==> config.mk <==
export PLATFORM = sky130hd
export DESIGN_NAME = pic_cascade_pair
export DESIGN_NICKNAME = d
export VERILOG_FILES = /design/src/rtl/pic_pkg.sv /design/src/rtl/pic_prio.sv /design/src/rtl/pic_pin_track.sv /design/src/rtl/pic_chip.sv /design/src/rtl/pic_cascade_pair.sv
export SDC_FILE = /design/constraint.sdc
export NUM_CORES = 1
export LEC_CHECK = 0
export BUFFER_PORTS_ARGS = -buffer_cell sky130_fd_sc_hd__buf_2
export CORE_UTILIZATION = 50
export DETAILED_ROUTE_END_ITERATION = 8
export GPL_TIMING_DRIVEN = 0
export PLACE_DENSITY = 0.68
export SYNTH_ARGS = -nofsm -noshare
export SYNTH_HDL_FRONTEND = slang
export SYNTH_SLANG_ARGS = --single-unit
export TNS_END_PERCENT = 100
==> constraint.sdc <==
create_clock -name clk -period 3.1 [get_ports clk]
set_input_delay 0.62 -clock clk [delete_from_list [all_inputs] [get_ports clk]]
set_output_delay 0.62 -clock clk [all_outputs]
set_load 0.01 [all_outputs]
==> src/rtl/pic_pkg.sv <==
package pic_pkg;
  localparam int PINS     = 8;
  localparam int PIN_W    = 3;
  localparam int BASE_W   = 5;
  localparam int VEC_W    = BASE_W + PIN_W;
  localparam int LINE_W   = 5;
  localparam int CASC_PIN = 2;
  typedef logic [PINS-1:0] pin_vec_t;
endpackage

==> src/rtl/pic_prio.sv <==
module pic_prio #(
  parameter int N = 8,
  parameter int W = $clog2(N)
) (
  input  logic [N-1:0] cand,
  output logic         vld,
  output logic [W-1:0] idx
);
  always_comb begin
    vld = |cand;
    idx = '0;
    for (int i = N - 1; i >= 0; i--) begin
      if (cand[i]) idx = W'(i);
    end
  end
endmodule

==> src/rtl/pic_pin_track.sv <==
module pic_pin_track #(
  parameter int CNT_W = 4
) (
  input  logic clk,
  input  logic rst_n,
  input  logic ev_hit,
  input  logic ev_up,
  input  logic level,
  input  logic acc_hit,
  input  logic casc_hit,
  input  logic cfg_clr,
  output logic req,
  output logic uflow
);
  localparam logic [CNT_W-1:0] CNT_MAX = '1;
  localparam logic [CNT_W-1:0] CNT_ONE = CNT_W'(1);

  logic [CNT_W-1:0] cnt_q, cnt_d;
  logic             req_q, req_d;
  logic             set_r, clr_r;

  always_comb begin
    cnt_d = cnt_q;
    set_r = 1'b0;
    clr_r = 1'b0;
    uflow = 1'b0;
    if (ev_hit) begin
      if (ev_up) begin
        if (cnt_q != CNT_MAX) cnt_d = cnt_q + CNT_ONE;
        set_r = (cnt_q == '0) | level;
      end else begin
        if (cnt_q == '0) uflow = 1'b1;
        else             cnt_d = cnt_q - CNT_ONE;
        set_r = level & (cnt_d != '0);
        clr_r = level & (cnt_q == CNT_ONE);
      end
    end
    if (casc_hit && ((cnt_q == '0) || level)) set_r = 1'b1;
    req_d = req_q;
    if (acc_hit && !level) req_d = 1'b0;
    if (set_r)             req_d = 1'b1;
    if (clr_r)             req_d = 1'b0;
    if (cfg_clr)           req_d = 1'b0;
  end

  always_ff @(posedge clk or negedge rst_n) begin
    if (!rst_n) begin
      cnt_q <= '0;
      req_q <= 1'b0;
    end else begin
      cnt_q <= cnt_d;
      req_q <= req_d;
    end
  end

  assign req = req_q;


  edge_set_chk: assert property (@(posedge clk) disable iff (!rst_n)
    (ev_hit && ev_up && cnt_q == '0 && !cfg_clr) |=> req_q);

  lvl_clr_chk: assert property (@(posedge clk) disable iff (!rst_n)
    (ev_hit && !ev_up && level && cnt_q == CNT_ONE) |=> !req_q);

  uflow_hold_chk: assert property (@(posedge clk) disable iff (!rst_n)
    (ev_hit && !ev_up && cnt_q == '0) |=> cnt_q == '0);
endmodule

==> src/rtl/pic_chip.sv <==
module pic_chip
  import pic_pkg::*;
#(
  parameter int       CNT_W     = 4,
  parameter pin_vec_t TRIG_KEEP = 8'hFF
) (
  input  logic              clk,
  input  logic              rst_n,
  input  logic              cfg_we,
  input  logic [BASE_W-1:0] cfg_base,
  input  pin_vec_t          cfg_mask,
  input  logic              tc_we,
  input  pin_vec_t          tc_wdata,
  input  logic              ev_vld,
  input  logic [PIN_W-1:0]  ev_pin,
  input  logic              ev_up,
  input  logic              acc_vld,
  input  logic [PIN_W-1:0]  acc_pin,
  input  logic              casc_in,
  output pin_vec_t          mask,
  output pin_vec_t          trig,
  output logic [BASE_W-1:0] base,
  output logic              raised,
  output logic              win_vld,
  output logic [PIN_W-1:0]  win_pin,
  output logic              notify,
  output logic              uflow
);
  logic              ready_q, ready_d;
  pin_vec_t          mask_q, mask_d;
  pin_vec_t          trig_q, trig_d;
  logic [BASE_W-1:0] base_q, base_d;
  logic              raised_q, raised_d;
  logic              uflow_q, uflow_d;
  pin_vec_t          req, pin_uflow;
  logic              ev_ok;

  assign ev_ok = ev_vld & ready_q;

  for (genvar i = 0; i < PINS; i++) begin : g_pin
    pic_pin_track #(.CNT_W(CNT_W)) u_trk (
      .clk      (clk),
      .rst_n    (rst_n),
      .ev_hit   (ev_ok && (ev_pin == PIN_W'(i))),
      .ev_up    (ev_up),
      .level    (trig_q[i]),
      .acc_hit  (acc_vld && (acc_pin == PIN_W'(i))),
      .casc_hit (casc_in && (i == CASC_PIN)),
      .cfg_clr  (cfg_we),
      .req      (req[i]),
      .uflow    (pin_uflow[i])
    );
  end

  pic_prio #(.N(PINS), .W(PIN_W)) u_prio (
    .cand (req & ~mask_q),
    .vld  (win_vld),
    .idx  (win_pin)
  );

  assign notify = ready_q & win_vld & ~raised_q;

  always_comb begin
    ready_d  = ready_q;
    mask_d   = mask_q;
    base_d   = base_q;
    trig_d   = trig_q;
    raised_d = raised_q;
    uflow_d  = uflow_q | (|pin_uflow);
    if (tc_we) trig_d = tc_wdata & TRIG_KEEP;
    if (acc_vld) raised_d = 1'b0;
    if (notify)  raised_d = 1'b1;
    if (cfg_we) begin
      ready_d  = 1'b1;
      mask_d   = cfg_mask;
      base_d   = cfg_base;
      raised_d = 1'b0;
    end
  end

  always_ff @(posedge clk or negedge rst_n) begin
    if (!rst_n) begin
      ready_q  <= 1'b0;
      mask_q   <= '1;
      base_q   <= '0;
      trig_q   <= '0;
      raised_q <= 1'b0;
      uflow_q  <= 1'b0;
    end else begin
      ready_q  <= ready_d;
      mask_q   <= mask_d;
      base_q   <= base_d;
      trig_q   <= trig_d;
      raised_q <= raised_d;
      uflow_q  <= uflow_d;
    end
  end

  assign mask   = mask_q;
  assign trig   = trig_q;
  assign base   = base_q;
  assign raised = raised_q;
  assign uflow  = uflow_q;


  unready_chk: assert property (@(posedge clk) disable iff (!rst_n)
    !ready_q |-> (req == '0));

  casc_set_chk: assert property (@(posedge clk) disable iff (!rst_n)
    (casc_in && !cfg_we) |=> req[CASC_PIN]);
endmodule

==> src/rtl/pic_cascade_pair.sv <==
module pic_cascade_pair
  import pic_pkg::*;
#(
  parameter int       CNT_W       = 4,
  parameter pin_vec_t M_TRIG_KEEP = 8'hF8,
  parameter pin_vec_t S_TRIG_KEEP = 8'hDE
) (
  input  logic        clk,
  input  logic        rst_n,
  input  logic        cfg_we,
  input  logic        cfg_sel,
  input  logic [4:0]  cfg_base,
  input  logic [7:0]  cfg_mask,
  input  logic        tc_we,
  input  logic        tc_sel,
  input  logic [7:0]  tc_wdata,
  output logic [7:0]  tc_rdata,
  input  logic        line_vld,
  input  logic [4:0]  line_num,
  input  logic        line_up,
  input  logic        acc_vld,
  input  logic [7:0]  acc_vec,
  input  logic [4:0]  q_line,
  output logic        q_masked,
  output logic        irq_out,
  output logic        pend_vld,
  output logic [7:0]  pend_vec,
  output logic        err_uflow
);
  pin_vec_t          m_mask, s_mask, m_trig, s_trig;
  logic [BASE_W-1:0] m_base, s_base;
  logic              m_raised, s_raised, m_win_vld, s_win_vld;
  logic [PIN_W-1:0]  m_win_pin, s_win_pin, m_acc_pin;
  logic              m_notify, s_notify, m_uflow, s_uflow;
  logic              m_ev, s_ev, from_slave;

  assign m_ev = line_vld && (line_num[4:3] == 2'b00) &&
                (line_num[2:0] != PIN_W'(CASC_PIN));
  assign s_ev = line_vld && (line_num[4:3] == 2'b01);

  assign from_slave = (acc_vec[VEC_W-1:PIN_W] == s_base);
  assign m_acc_pin  = from_slave ? PIN_W'(CASC_PIN) : acc_vec[PIN_W-1:0];

  pic_chip #(.CNT_W(CNT_W), .TRIG_KEEP(M_TRIG_KEEP)) u_master (
    .clk      (clk),
    .rst_n    (rst_n),
    .cfg_we   (cfg_we && !cfg_sel),
    .cfg_base (cfg_base),
    .cfg_mask (cfg_mask),
    .tc_we    (tc_we && !tc_sel),
    .tc_wdata (tc_wdata),
    .ev_vld   (m_ev),
    .ev_pin   (line_num[2:0]),
    .ev_up    (line_up),
    .acc_vld  (acc_vld),
    .acc_pin  (m_acc_pin),
    .casc_in  (s_notify),
    .mask     (m_mask),
    .trig     (m_trig),
    .base     (m_base),
    .raised   (m_raised),
    .win_vld  (m_win_vld),
    .win_pin  (m_win_pin),
    .notify   (m_notify),
    .uflow    (m_uflow)
  );

  pic_chip #(.CNT_W(CNT_W), .TRIG_KEEP(S_TRIG_KEEP)) u_slave (
    .clk      (clk),
    .rst_n    (rst_n),
    .cfg_we   (cfg_we && cfg_sel),
    .cfg_base (cfg_base),
    .cfg_mask (cfg_mask),
    .tc_we    (tc_we && tc_sel),
    .tc_wdata (tc_wdata),
    .ev_vld   (s_ev),
    .ev_pin   (line_num[2:0]),
    .ev_up    (line_up),
    .acc_vld  (acc_vld && from_slave),
    .acc_pin  (acc_vec[PIN_W-1:0]),
    .casc_in  (1'b0),
    .mask     (s_mask),
    .trig     (s_trig),
    .base     (s_base),
    .raised   (s_raised),
    .win_vld  (s_win_vld),
    .win_pin  (s_win_pin),
    .notify   (s_notify),
    .uflow    (s_uflow)
  );

  always_comb begin
    if (m_win_vld && (m_win_pin == PIN_W'(CASC_PIN))) begin
      pend_vld = s_win_vld;
      pend_vec = {s_base, s_win_pin};
    end else begin
      pend_vld = m_win_vld;
      pend_vec = {m_base, m_win_pin};
    end
  end

  always_comb begin
    case (q_line[4:3])
      2'b00:   q_masked = m_mask[q_line[2:0]];
      2'b01:   q_masked = s_mask[q_line[2:0]];
      default: q_masked = 1'b1;
    endcase
  end

  assign tc_rdata  = tc_sel ? s_trig : m_trig;
  assign irq_out   = m_raised;
  assign err_uflow = m_uflow | s_uflow;


  slave_acc_chk: assert property (@(posedge clk) disable iff (!rst_n)
    (acc_vld && from_slave && s_raised && m_raised) |=> (!s_raised && !m_raised));

  irq_rise_chk: assert property (@(posedge clk) disable iff (!rst_n)
    $rose(irq_out) |-> $past(m_notify));
endmodule

---- Word-level counts from Yosys, hierarchy flattened ----
Index checks and enable logic that the tools add are counted.
storage, ports and cells
  output and inout bits ................... 20
  bits in registers ....................... 123
operators by class
  muxes and demuxes ....................... 268
  $lt $le $gt $ge ......................... 1
  equality and inequality tests ........... 74
  $add $sub $neg .......................... 32
  reductions and logical operators ........ 136
  bitwise operators ....................... 48
operators with widths
  operator                                              count
  2-to-1 mux 4 bit                                      75
  2-to-1 mux 1 bit                                      171
  nonzero test 4 bit                                    27
  adder 4 x 1 -> 4 bit (second input constant)          16
  logical NOT 4 bit                                     16
  != test 4 bit (second input constant)                 16
  subtractor 4 x 1 -> 4 bit (second input constant)     16
  logical AND 1 bit                                     53
  2-to-1 mux 3 bit                                      17
  equality test 4 x 1 -> 1 bit (second input constant)  11
  equality test 3 bit (second input constant)           12
  != test 2 x 1 -> 1 bit (second input constant)        16
  OR reduction 8 bit                                    4
  bitwise AND 1 bit                                     28
  AND reduction 2 bit                                   11
  equality test 3 x 2 -> 1 bit (second input constant)  7
  bitwise AND 8 bit                                     2
  2-to-1 mux 8 bit                                      2
  NOT 8 bit                                             2
  != test 3 bit (second input constant)                 5
  AND reduction 3 bit                                   5
  bitwise OR 1 bit                                      14
  logical NOT 1 bit                                     13
  equality test 3 x 1 -> 1 bit (second input constant)  3
  10 further kinds                                      17

---- Depth between registers and ports, before layout ----
Gate-level depths: netlist of the first run.
  depth after elaboration ................. 13
  mapped depth ............................ 10

---- Cells and area by module ----
From an unflattened synthesis of the first run, not the netlist that was laid out.
unflattened totals
  cell total of the unflattened synthesis .. 1077
  area total of the unflattened synthesis .. 9928.3 um2
by module, submodules not included
  module               sequential area each (um2)  area an instance (um2)  instances  cells each
  pic_pin_track        125.1                       446.7                   16         51
  pic_chip (u_slave)   560.5                       1078.5                  1          90
  pic_chip (u_master)  535.5                       1044.8                  1          88
  pic_cascade_pair     0.0                         495.5                   1          57
  pic_prio             0.0                         81.3                    2          13

---- Least setup slack after synthesis of the first run ----
OpenSTA, ideal clock, no wires.
  path kind ............................... input -> register
  from .................................... input port line_up
  to ...................................... register u_master.g_pin[0].u_trk.cnt_q[3]
  path slack .............................. 0.165 ns
  data arrival time ....................... 2.812 ns
  data required time ...................... 2.977 ns
  buffers on the path ..................... 3
  library setup time ...................... 0.123 ns
  stages .................................. 10
  cells stage by stage .................... inv_1 -> buf_2 -> buf_1 -> buf_1 -> ha_1 -> a21o_1 -> a21oi_1 -> xnor2_1 -> nand2_1 -> xnor2_1
between the ends
  word-level cells in the longest chain between the ends .. 2
  elaborated cells on any way between the ends .. 4
  classes of those cells .................. 2 x eq/ne; 1 x mux; 1 x reduce/logical
ends and longest elaborated chain
  what                                                                             line                    RTL
  start: declaration                                                               pic_cascade_pair.sv:20  input logic line_up,
  != test 3 bit (no source line) / != test 2 x 1 -> 1 bit (equally long branches)  -
  AND reduction 3 bit (no source line)                                             -
  end signal: assignment                                                           pic_pin_track.sv:51     cnt_q <= cnt_d;
  end: declaration                                                                 pic_pin_track.sv:18     logic [CNT_W-1:0] cnt_q, cnt_d;
Several ways; a longest one is shown, not always the timed one.
A chain may end at the register's enable or synchronous reset.

---- Final worst setup path of the first run ----
  from .................................... register u_slave.mask_q[5], in the netlist u_slave.mask[5]
  to ...................................... output port pend_vld
between the ends
  word-level cells in the longest chain between the ends .. 4
ends and longest elaborated chain
  what                      line                    RTL
  start: declaration        pic_chip.sv:30          pin_vec_t mask_q, mask_d;
  start signal: assignment  pic_chip.sv:91          mask_q <= mask_d;
  NOT 8 bit                 pic_chip.sv:56          .cand (req & ~mask_q),
  bitwise AND 8 bit         pic_chip.sv:56
  OR reduction 8 bit        pic_prio.sv:10          vld = |cand;
  2-to-1 mux 1 bit          pic_cascade_pair.sv:93  if (m_win_vld && (m_win_pin == PIN_W'(CASC_PIN))) begin
  end: declaration          pic_cascade_pair.sv:26  output logic pend_vld,
No other way between the ends.

==> qor_table.md, run 1 <==
| Group | Parameter | Value |
|---|---|---|
| place | Half-perimeter wire length of the detailed placement result | 19100 microns |
| floorplanning | Die boundary height | 135 microns |
| grt | Overall routing resource usage | 0.303 |
| sta | Tightest slew margin relative to the limit | 0.343 |
| clocking | Total number of clock tree sinks | 123 |
| cells and area | Finished Core Util | 0.583 |
| clocking | Max Root-Sink Buffers | 2 |
| clocking | Clock latency on the worst-skew pair | 0.43 ns |
| sta | Worst-margin pin slew | 0.985 ns |
| detailed routing | Via/cell ratio | 6.18 |
| detailed routing | Number of remaining DRC errors | 0 |
| sta | Final Cycle Share | 0.898 |
| logic synthesis | Distinct cell type count of the synthesized netlist | 83 |
| place | Number of input and output port buffers inserted | 64 |
| worst setup path | Category of the most critical setup path | reg -> out |
| grt | Antenna violations before repair | 0 |
| worst setup path | Number of stages on the worst setup path | 5 |
| clocking | Cell at the root of the clock tree | sky130_fd_sc_hd__clkbuf_16 |
| worst setup path | Number of buffers and inverters on the critical path | 1 |
| logic synthesis | Post-synthesis async set-or-reset flop share | 1.00 |
| logic synthesis | Share of synthesized area occupied by flip-flops and latches | 0.351 |
| clocking | TritonCTS Buffers | 17 |
| logic synthesis | Most instantiated flip-flop cell in the synthesis netlist | sky130_fd_sc_hd__dfrtp_1 |
| clocking | CTS tree | done |
| cells and area | Commonest non-fill, non-tap cells in the layout | sky130_fd_sc_hd__nand2_1, sky130_fd_sc_hd__dfrtp_1, sky130_fd_sc_hd__buf_2 |
| power | Power Dens Cells | 706 mW/mm^2 |
| cells and area | Layout cells sized above 1 | 0.176 |
| cells and area | Final antenna diode count | 0 |
| worst setup path | Crit-path max FO | 3 |
| detailed routing | Violation count after the first detailed-route iteration | 744 |
| hold path | Worst hold path type | in -> async |
| worst setup path | Cell breakdown of the critical path | nor2b_1, or4_1, nand2b_1, o21a_1, buf_2 |
| clocking | CTS clock-pin slew for the worst setup and hold paths | 0.06 ns |
| place | Placed Cells | 1313 |
| sta | Maximum operating frequency | 0.359 GHz |
| place | Post-Place Worst Slack | -0.424 ns |
| run status | Outcome | complete, no violations |
| grt | Largest net degree at the start of global routing | 76 |
| sta | Hold Vio Cnt, Final | 0 |
| worst setup path | Delay contributed by the slowest stage of the critical path | 0.55 ns |
| cells and area | Final Net Count | 1199 |
| cells and area | Filler-free cell count of the finished design | 1344 |
| worst setup path | Nature of the critical path startpoint | flop |
| worst setup path | Kind of capture point of the worst setup path | output port |
| cells and area | Post-synthesis to final-layout area growth | 14.2% |
| grt | Global-route wire length before repair | 41900 microns |
| floorplanning | I/O pin cnt | 68 |
| worst setup path | Worst Path Required | 2.48 ns |
| worst setup path | Cell type of the slowest stage on the worst timing path | sky130_fd_sc_hd__dfstp_2 |
| logic synthesis | Count of state elements after synthesis | 123 |
| grt | Number of global-route vias before repair | 7682 |
| logic synthesis | Post-Synthesis Mean Instance Area | 8.64 sq um |
| power | Worst-case vdd ir drop | 441 uV |
| sta | Number of max-slew violations in the final report | 0 |
| detailed routing | Number of antenna-violating nets in the routed design | 0 |
| floorplanning | Die Area | 0.0182 sq mm |
| floorplanning | Number of rows created at floorplan | 48 |
| detailed routing | Overall routed net length | 26600 microns |
| flow run | Maximum Capacitance Violations | 0 |
| place | Post-DP Area | 0.00947 sq mm |
| worst setup path | Length in cells of the worst reg-to-reg path | 7 |
| detailed routing | TritonRoute pass-1 iters | 6 |
| detailed routing | Routed vias | 8312 |
| place | Final weighted congestion in routability-driven placement | 0.971 |
| sta | Slack of the critical path | 0.315 ns |
| logic synthesis | Synthesized instance count | 1023 |
| logic synthesis | Synthesized net count | 1116 |
| detailed routing | Routed wirelength normalized by instance count | 19.8 microns |
| clocking | H-tree Lvls | 4 |
| sta | Final critical path time including I/O delays and setup | 2.78 ns |
| worst setup path | CP arrival | 2.16 ns |
| floorplanning | Die Wd | 135 microns |
| power | Leak pwr | 0.00424 uW |
| cells and area | Commonest non-fill, non-tap cell in the layout | sky130_fd_sc_hd__nand2_1 |
| logic synthesis | Netlist Area Pre-Place | 0.00883 sq mm |
| sta | Setup repair after global routing missed its margin | false |
| grt | Remaining Overflow, GRT | 0 |
| sta | Worst clock skew on the final layout | 0.00645 ns |
| sta | Final setup violating endpoints | 0 |
| logic synthesis | Number of enable-type register cells in the synthesized netlist | 0 |
| floorplanning | Core region area | 0.0173 sq mm |
| logic synthesis | Yosys warning count | 0 |
| floorplanning | Effective utilization at floorplan | 0.511 |
| worst setup path | Cell family with most CP delay | simple AND/OR/NAND/NOR gates |
| cells and area | Total non-filler cell area in the finished layout | 0.0101 sq mm |
-- cell usage after synthesis, types with 9 or more instances --
| library cell | count | area [sq um] |
|---|---|---|
| sky130_fd_sc_hd__nor2b_1 | 30 | 188 |
| sky130_fd_sc_hd__ha_1 | 41 | 513 |
| sky130_fd_sc_hd__nand4_1 | 20 | 125 |
| sky130_fd_sc_hd__buf_2 | 14 | 70.1 |
| sky130_fd_sc_hd__nand3_1 | 49 | 245 |
| sky130_fd_sc_hd__o31ai_1 | 15 | 113 |
| sky130_fd_sc_hd__dfstp_2 | 16 | 420 |
| sky130_fd_sc_hd__clkbuf_1 | 43 | 161 |
| sky130_fd_sc_hd__nand2_1 | 144 | 541 |
| sky130_fd_sc_hd__nand2b_1 | 15 | 93.8 |
| sky130_fd_sc_hd__mux2_2 | 24 | 270 |
| sky130_fd_sc_hd__a31oi_1 | 22 | 138 |
| sky130_fd_sc_hd__a21oi_1 | 59 | 295 |
| sky130_fd_sc_hd__a21o_1 | 9 | 67.6 |
| sky130_fd_sc_hd__nor4_1 | 18 | 113 |
| sky130_fd_sc_hd__inv_1 | 35 | 131 |
| sky130_fd_sc_hd__nor2_1 | 58 | 218 |
| sky130_fd_sc_hd__o211ai_1 | 12 | 90.1 |
| sky130_fd_sc_hd__xnor2_1 | 29 | 254 |
| sky130_fd_sc_hd__and2_1 | 11 | 68.8 |
| sky130_fd_sc_hd__nor3_1 | 32 | 160 |
| sky130_fd_sc_hd__o21ai_0 | 38 | 190 |
| sky130_fd_sc_hd__dfrtp_1 | 107 | 2680 |
| sky130_fd_sc_hd__or4_1 | 11 | 82.6 |
-- flip-flops by register name (all words and copies together), names as in the netlist, 6 cells and up --
signal	flops
u_master.g_pin.u_trk.req	8
u_slave.trig	6
u_master.g_pin.u_trk.cnt_q	32
u_master.mask	8
u_slave.g_pin.u_trk.req	8
u_slave.mask	8
u_slave.g_pin.u_trk.cnt_q	32
-- where the power goes --
part	switching [uW]	total [uW]	internal, uW
clock network	802	2110	1310
registers	458	2420	1960
logic	1500	2590	1100
-- worst paths after layout --
check / endpoint / from / slack (ns)
setup / recovery: pend_vld / u_slave.mask[5]$_DFFE_PN1P_ / 0.32
hold / removal: u_slave.g_pin[2].u_trk.cnt_q[1]$_DFFE_PN0P_ / rst_n / 0.12
setup reg to reg: u_slave.g_pin[7].u_trk.req$_DFFE_PN0P_ / u_slave.g_pin[7].u_trk.cnt_q[0]$_DFFE_PN0P_ / 0.70
hold reg to reg: u_master.g_pin[2].u_trk.cnt_q[3]$_DFFE_PN0P_ / u_master.g_pin[2].u_trk.cnt_q[3]$_DFFE_PN0P_ / 0.46
max in group asynchronous: u_master.mask[6]$_DFFE_PN1P_ / rst_n / 2.20
min in group clk: u_slave.mask[4]$_DFFE_PN1P_ / cfg_mask[4] / 0.38
-- metrics by stage --
stage	power [uW]	hold slack (ns)	TNS, ns
4_1_cts	7110	0.152	0
6_report	7120	0.121	0
3_5_place_dp	4970	0.450	-2.30
2_1_floorplan	4260	0.324	0
5_1_grt	7570	0.167	0
3_3_place_gp	4910	0.444	-44.87
-- logic make-up after synthesis --
logic type | count (synthesis) | synth area share
AND/OR/NAND/NOR | 439 | 0.261
AO/OA/AOI/OAI | 246 | 0.192
flip-flops | 123 | 0.351
buffers and inverters | 101 | 0.0470
adder cells (fa/ha/maj) | 45 | 0.0671
XOR/XNOR | 37 | 0.0367
multiplexers | 31 | 0.0456
other | 1 | 0.000424
-- per-layer routing --
layer,global-route usage,part of all wire,up-vias,wire length (microns)
met2,0.471,0.46,330,12100
met3,0.0619,0.080,53,2130
met1,0.424,0.44,4009,11800
met5,0,0,-,0
met4,0.0924,0.023,0,599
li1,-,-,3920,-
-- final cells by class --
cell class | count | area (sq um)
Fill cell | 1590 | 7210
Multi-Input combinational cell | 799 | 5320
Buffer | 65 | 284
Timing Repair Buffer | 65 | 354
Clock inverter | 13 | 166
Inverter | 35 | 131
Clock buffer | 19 | 453
Sequential cell | 123 | 3100
Tap cell | 225 | 282
-- timing repair --
item | CTS | global route
buffers inserted | 0 | 0
resized for setup | 0 | 1
hold buffers | 0 | 0
setup endpoints to repair | 0 | 4
(Power assumes the default switching activity.)
==> run 2, diff against run 1 <==
Settings changed: REMOVE_ABC_BUFFERS set to 1.
==> qor_table.md, run 2 (synthesized netlist as in run 1, its figures left out) <==
| Group | Parameter | Value | Delta |
|---|---|---|---|
| sta | Final setup violating endpoints | 0 | unchanged |
| cells and area | Final antenna diode count | 0 | unchanged |
| sta | Final critical path time including I/O delays and setup | 2.81 ns | was 2.78 ns |
| grt | Number of global-route vias before repair | 7170 | was 7682 |
| worst setup path | Number of buffers and inverters on the critical path | 1 | unchanged |
| sta | Worst-margin pin slew | 1.12 ns | was 0.985 ns |
| cells and area | Final Net Count | 1138 | was 1199 |
| grt | Overall routing resource usage | 0.273 | was 0.303 |
| worst setup path | Cell type of the slowest stage on the worst timing path | sky130_fd_sc_hd__dfstp_2 | unchanged |
| sta | Hold Vio Cnt, Final | 0 | unchanged |
| detailed routing | Routed wirelength normalized by instance count | 18.4 microns | was 19.8 microns |
| sta | Number of max-slew violations in the final report | 0 | unchanged |
| place | Half-perimeter wire length of the detailed placement result | 16500 microns | was 19100 microns |
| hold path | Worst hold path type | in -> async | unchanged |
| worst setup path | Crit-path max FO | 3 | unchanged |
| detailed routing | Violation count after the first detailed-route iteration | 695 | was 744 |
| cells and area | Registers with the most flip-flops | u_master.g_pin.u_trk.cnt_q x32, u_slave.g_pin.u_trk.cnt_q x32 | unchanged |
| clocking | Number of instances resized during post-cts repair | 0 | unchanged |
| cells and area | FF+latch area | 0.00310 sq mm | unchanged |
| cells and area | Filler-free cell count of the finished design | 1283 | was 1344 |
| cells and area | Post-synthesis to final-layout area growth | 11.7% | was 14.2% |
| clocking | Cell at the root of the clock tree | sky130_fd_sc_hd__clkbuf_16 | unchanged |
| place | Placed Cells | 1251 | was 1313 |
| cells and area | Commonest non-fill, non-tap cells in the layout | sky130_fd_sc_hd__nand2_1, sky130_fd_sc_hd__dfrtp_1, sky130_fd_sc_hd__buf_2 | unchanged |
| worst setup path | Worst Path Required | 2.48 ns | about the same |
| grt | Antenna violations before repair | 0 | unchanged |
| worst setup path | Kind of capture point of the worst setup path | output port | unchanged |
| worst setup path | Delay contributed by the slowest stage of the critical path | 0.57 ns | was 0.55 ns |
| worst setup path | Nature of the critical path startpoint | flop | unchanged |
| sta | Maximum operating frequency | 0.355 GHz | was 0.359 GHz |
| clocking | H-tree Lvls | 4 | unchanged |
| cells and area | Layout cells sized above 1 | 0.173 | was 0.176 |
| sta | Final Cycle Share | 0.908 | was 0.898 |
| floorplanning | Number of rows created at floorplan | 48 | unchanged |
| floorplanning | I/O pin cnt | 68 | unchanged |
| flow run | Maximum Capacitance Violations | 0 | unchanged |
| floorplanning | Effective utilization at floorplan | 0.511 | unchanged |
| clocking | Setup fix buffers added after clock tree synthesis | 0 | unchanged |
| sta | Worst clock skew on the final layout | 0.0100 ns | was 0.00645 ns |
| floorplanning | Die Wd | 135 microns | unchanged |
| power | Worst-case vdd ir drop | 405 uV | was 441 uV |
| worst setup path | Cell breakdown of the critical path | nor2b_1, or4_1, nand2b_1, o21a_1, buf_2 | unchanged |
| cells and area | Fill cells | 1582 | was 1590 |
| floorplanning | Die boundary height | 135 microns | unchanged |
| place | Number of input and output port buffers inserted | 65 | was 64 |
| grt | Remaining Overflow, GRT | 0 | unchanged |
| worst setup path | Category of the most critical setup path | reg -> out | unchanged |
| cells and area | Commonest non-fill, non-tap cell in the layout | sky130_fd_sc_hd__nand2_1 | unchanged |
| detailed routing | Routed vias | 7954 | was 8312 |
| clocking | Max Root-Sink Buffers | 2 | unchanged |
| run status | Outcome | complete, no violations | unchanged |
| detailed routing | Via/cell ratio | 6.20 | was 6.18 |
| clocking | Clock latency on the worst-skew pair | 0.43 ns | about the same |
| clocking | Total number of clock tree sinks | 123 | unchanged |
| place | Final weighted congestion in routability-driven placement | 0.939 | was 0.971 |
| cells and area | Area occupied by multi-input gates | 0.00532 sq mm | about the same |
| sta | Summed negative setup slack over all endpoints | 0 ns | unchanged |
| clocking | Hold bufs inserted after CTS | 0 | unchanged |
| clocking | CTS clock-pin slew for the worst setup and hold paths | 0.06 ns | about the same |
| sta | Setup repair after global routing missed its margin | false | unchanged |
| sta | Final Hold Slack | 0.118 ns | was 0.121 ns |
| grt | Global-route wire length before repair | 38500 microns | was 41900 microns |
| worst setup path | CP arrival | 2.19 ns | was 2.16 ns |
| detailed routing | Overall routed net length | 23600 microns | was 26600 microns |
| floorplanning | Die Area | 0.0182 sq mm | unchanged |
| detailed routing | TritonRoute pass-1 iters | 5 | was 6 |
| clocking | TritonCTS Buffers | 17 | unchanged |
| clocking | CTS tree | done | unchanged |
| detailed routing | Number of remaining DRC errors | 0 | unchanged |
| power | Power Dens Cells | 707 mW/mm^2 | was 706 mW/mm^2 |
| floorplanning | Core region area | 0.0173 sq mm | unchanged |
| detailed routing | Number of antenna-violating nets in the routed design | 0 | unchanged |
| worst setup path | Cell family with most CP delay | simple AND/OR/NAND/NOR gates | unchanged |
| cells and area | Finished Core Util | 0.571 | was 0.583 |
| power | Leak pwr | 0.00413 uW | was 0.00424 uW |
| sta | Tightest slew margin relative to the limit | 0.252 | was 0.343 |
| grt | Largest net degree at the start of global routing | 95 | was 76 |
[run 2: cell count changes in the layout (fill, tap and decap cells not counted), sizes merged]
cell	delta
buf	-17
inv	+1
clkinv	-1
clkbuf	-44
[run 2: final cells by class]
cell class                 count  share of cell area
clock buffer                  19              0.0449
clock inverter                13              0.0169
inverter                      35              0.0133
multi-input combinational    799               0.539
sequential                   123               0.314
tap                          225              0.0285
timing repair buffer          69              0.0430
[run 2: routing by layer]
metal  part of all wire  global-route usage  wire [microns]  vias to the layer above
li1                   -                   -               -                     3795
met1               0.45               0.372           10600                     3819
met2               0.47               0.433           11100                      296
met3              0.063              0.0518            1490                       44
met4              0.020              0.0924             483                        0
met5                  0                   0               0                        -
[run 2: worst paths after layout]
kind / cells past startpoint / start / end / slack [ns]
worst max register to register: 6 / u_slave.g_pin[7].u_trk.cnt_q[0]$_DFFE_PN0P_ / u_slave.g_pin[7].u_trk.req$_DFFE_PN0P_ / 0.68
min in group clk: 0 / u_master.g_pin[2].u_trk.cnt_q[3]$_DFFE_PN0P_ / u_master.g_pin[2].u_trk.cnt_q[3]$_DFFE_PN0P_ / 0.38
max in group asynchronous: 2 / rst_n / u_master.g_pin[1].u_trk.cnt_q[2]$_DFFE_PN0P_ / 2.22
worst min register to register: 0 / u_master.g_pin[2].u_trk.cnt_q[3]$_DFFE_PN0P_ / u_master.g_pin[2].u_trk.cnt_q[3]$_DFFE_PN0P_ / 0.38
worst max-delay path: 5 / u_slave.mask[5]$_DFFE_PN1P_ / pend_vld / 0.29
worst min-delay path: 1 / rst_n / u_master.g_pin[7].u_trk.cnt_q[0]$_DFFE_PN0P_ / 0.12
[run 2: metrics by stage]
stage / setup WS (ns) / instance area [sq um] / power [uW]
CTS: 0.296 / 9870 / 6980
global route: 0.207 / 9870 / 7470
floorplan: 0.433 / 8550 / 4180
detailed placement: 0.353 / 9260 / 4880
global placement: -2.39 / 9160 / 4790
finish: 0.286 / 9870 / 6970
[run 2: power breakdown]
part           leakage, uW  internal [uW]  switching (uW)
Clock             0.000290           1290             791
Combinational      0.00234           1060            1290
Sequential         0.00150           1960             581
Total              0.00413           4320            2660
==> run 3, diff against run 2 <==
Settings changed: CORE_UTILIZATION 50 to 60, PLACE_DENSITY 0.68 to 0.8.
==> qor_table.md, run 3 (synthesized netlist as in run 1, its figures left out) <==
| Group | Parameter | Value | Delta |
|---|---|---|---|
| run status | Outcome | complete, no violations | unchanged |
| grt | Largest net degree at the start of global routing | 97 | was 95 |
| grt | Global-route wire length before repair | 36200 microns | was 38500 microns |
| place | Post-Place Worst Slack | 0.130 ns | was 0.353 ns |
| grt | Overall routing resource usage | 0.308 | was 0.273 |
| clocking | Hold bufs inserted after CTS | 0 | unchanged |
| clocking | Clock latency on the worst-skew pair | 0.43 ns | about the same |
| detailed routing | Violation count after the first detailed-route iteration | 699 | was 695 |
| worst setup path | Category of the most critical setup path | reg -> out | unchanged |
| cells and area | Area occupied by multi-input gates | 0.00532 sq mm | unchanged |
| sta | Number of max-slew violations in the final report | 0 | unchanged |
| hold path | Worst hold path type | in -> async | unchanged |
| sta | Maximum operating frequency | 0.358 GHz | was 0.355 GHz |
| power | Worst-case vdd ir drop | 535 uV | was 405 uV |
| worst setup path | Delay contributed by the slowest stage of the critical path | 0.57 ns | about the same |
| detailed routing | Routed wirelength normalized by instance count | 18.2 microns | was 18.4 microns |
| clocking | H-tree Lvls | 4 | unchanged |
| sta | Setup repair after global routing missed its margin | false | unchanged |
| clocking | TritonCTS Buffers | 17 | unchanged |
| cells and area | Commonest non-fill, non-tap cell in the layout | sky130_fd_sc_hd__nand2_1 | unchanged |
| floorplanning | Die Wd | 123 microns | was 135 microns |
| place | Half-perimeter wire length of the detailed placement result | 15700 microns | was 16500 microns |
| cells and area | Final Net Count | 1137 | was 1138 |
| sta | Final setup violating endpoints | 0 | unchanged |
| cells and area | Post-synthesis to final-layout area growth | 10.4% | was 11.7% |
| floorplanning | Die Area | 0.0152 sq mm | was 0.0182 sq mm |
| worst setup path | Origin of the critical flop-to-flop path | u_slave.g_pin[7].u_trk.cnt_q[0]$_DFFE_PN0P_ | unchanged |
| clocking | Max Root-Sink Buffers | 2 | unchanged |
| detailed routing | Via/cell ratio | 6.48 | was 6.20 |
| cells and area | Final antenna diode count | 0 | unchanged |
| sta | Final Hold Slack | 0.0766 ns | was 0.118 ns |
| worst setup path | Flop2flop setup slack | 0.57 ns | was 0.68 ns |
| cells and area | Layout cells sized above 1 | 0.172 | was 0.173 |
| worst setup path | Nature of the critical path startpoint | flop | unchanged |
| floorplanning | Core region area | 0.0141 sq mm | was 0.0173 sq mm |
| cells and area | Fill cells | 1122 | was 1582 |
| clocking | Total number of clock tree sinks | 123 | unchanged |
| sta | Final critical path time including I/O delays and setup | 2.79 ns | was 2.81 ns |
| cells and area | Commonest non-fill, non-tap cells in the layout | sky130_fd_sc_hd__nand2_1, sky130_fd_sc_hd__dfrtp_1, sky130_fd_sc_hd__buf_2 | unchanged |
| worst setup path | Cell type of the slowest stage on the worst timing path | sky130_fd_sc_hd__or4_1 | was sky130_fd_sc_hd__dfstp_2 |
| worst setup path | Kind of capture point of the worst setup path | output port | unchanged |
| floorplanning | I/O pin cnt | 68 | unchanged |
| sta | Tightest slew margin relative to the limit | 0.367 | was 0.252 |
| flow run | Maximum Capacitance Violations | 0 | unchanged |
| floorplanning | Effective utilization at floorplan | 0.627 | was 0.511 |
| sta | Worst clock skew on the final layout | 0.00650 ns | was 0.0100 ns |
| power | Leak pwr | 0.00410 uW | was 0.00413 uW |
| sta | Hold Vio Cnt, Final | 0 | unchanged |
| grt | Antenna violations before repair | 0 | unchanged |
| worst setup path | Startpoint of the most critical setup path | u_slave.mask[5]$_DFFE_PN1P_ | unchanged |
| grt | Number of global-route vias before repair | 7063 | was 7170 |
| sta | Worst-margin pin slew | 0.947 ns | was 1.12 ns |
| detailed routing | Number of antenna-violating nets in the routed design | 0 | unchanged |
| sta | Summed negative setup slack over all endpoints | 0 ns | unchanged |
| clocking | Cell at the root of the clock tree | sky130_fd_sc_hd__clkbuf_16 | unchanged |
| sta | Slack of the critical path | 0.307 ns | was 0.286 ns |
| detailed routing | Number of remaining DRC errors | 0 | unchanged |
| detailed routing | Overall routed net length | 22500 microns | was 23600 microns |
| clocking | CTS clock-pin slew for the worst setup and hold paths | 0.06 ns | about the same |
| place | Post-DP Area | 0.00919 sq mm | was 0.00926 sq mm |
| worst setup path | CP arrival | 2.17 ns | was 2.19 ns |
| clocking | Setup fix buffers added after clock tree synthesis | 0 | unchanged |
| place | Final weighted congestion in routability-driven placement | 0.867 | was 0.939 |
| cells and area | FF+latch area | 0.00310 sq mm | unchanged |
| worst setup path | Crit-path max FO | 3 | unchanged |
| cells and area | Registers with the most flip-flops | u_master.g_pin.u_trk.cnt_q x32, u_slave.g_pin.u_trk.cnt_q x32 | unchanged |
| power | Power Dens Cells | 698 mW/mm^2 | was 707 mW/mm^2 |
| worst setup path | Cell breakdown of the critical path | nor2b_1, or4_1, nand2b_1, o21a_1, buf_2 | unchanged |
| detailed routing | TritonRoute pass-1 iters | 6 | was 5 |
| cells and area | Total non-filler cell area in the finished layout | 0.00975 sq mm | was 0.00987 sq mm |
| place | Number of input and output port buffers inserted | 65 | unchanged |
| sta | Final Cycle Share | 0.901 | was 0.908 |
| clocking | CTS tree | done | unchanged |
| floorplanning | Number of rows created at floorplan | 43 | was 48 |
| floorplanning | Die boundary height | 123 microns | was 135 microns |
| clocking | Number of instances resized during post-cts repair | 0 | unchanged |
| detailed routing | Routed vias | 8014 | was 7954 |
| worst setup path | Worst Path Required | 2.48 ns | about the same |
| grt | Remaining Overflow, GRT | 0 | unchanged |
==> run 3: final cells by class <==
class                      instances  share of cell area
multi-input combinational        799               0.546
sequential                       123               0.318
clock buffer                      19              0.0454
timing repair buffer              68              0.0420
tap                              180              0.0231
inverter                          35              0.0135
clock inverter                    13              0.0122
==> run 3: per-stage QoR <==
| step | power [uW] | util | cells |
|---|---|---|---|
| CTS | 6780 | 0.692 | 1237 |
| detailed placement | 4860 | 0.652 | 1205 |
| global route | 7270 | 0.692 | 1237 |
| finish | 6800 | 0.692 | 1237 |
| floorplan | 4180 | - | 957 |
| global placement | 4770 | 0.646 | 1202 |
==> run 3: worst max-delay path: cells and delay by family, from the launching register on <==
kind	cells	cell delay [ns]
AND/OR/NAND/NOR	3	0.87
flip-flops	1	0.55
AO/OA/AOI/OAI	1	0.20
buffers and inverters	1	0.14
==> run 3: power breakdown <==
| group | switching, uW | internal (uW) |
|---|---|---|
| combinational | 1300 | 1070 |
| clock | 771 | 1130 |
| sequential | 586 | 1960 |
==> run 3: path summary, 6_finish.rpt <==
kind | cells past startpoint | to
setup / recovery | 5 | pend_vld
setup reg to reg | 6 | u_slave.g_pin[7].u_trk.req$_DFFE_PN0P_
hold / removal | 1 | u_slave.g_pin[7].u_trk.cnt_q[1]$_DFFE_PN0P_
min in group clk | 0 | u_master.g_pin[2].u_trk.cnt_q[0]$_DFFE_PN0P_
max in group asynchronous | 2 | u_master.g_pin[6].u_trk.cnt_q[2]$_DFFE_PN0P_
hold reg to reg | 0 | u_master.g_pin[2].u_trk.cnt_q[0]$_DFFE_PN0P_
==> run 3: layer usage <==
layer / routed length (microns) / vias to the layer above / track usage
li1: - / 3795 / -
met1: 9940 / 3843 / 0.417
met2: 10400 / 349 / 0.493
met3: 1690 / 27 / 0.0669
met4: 398 / 0 / 0.0904
met5: 0 / - / 0
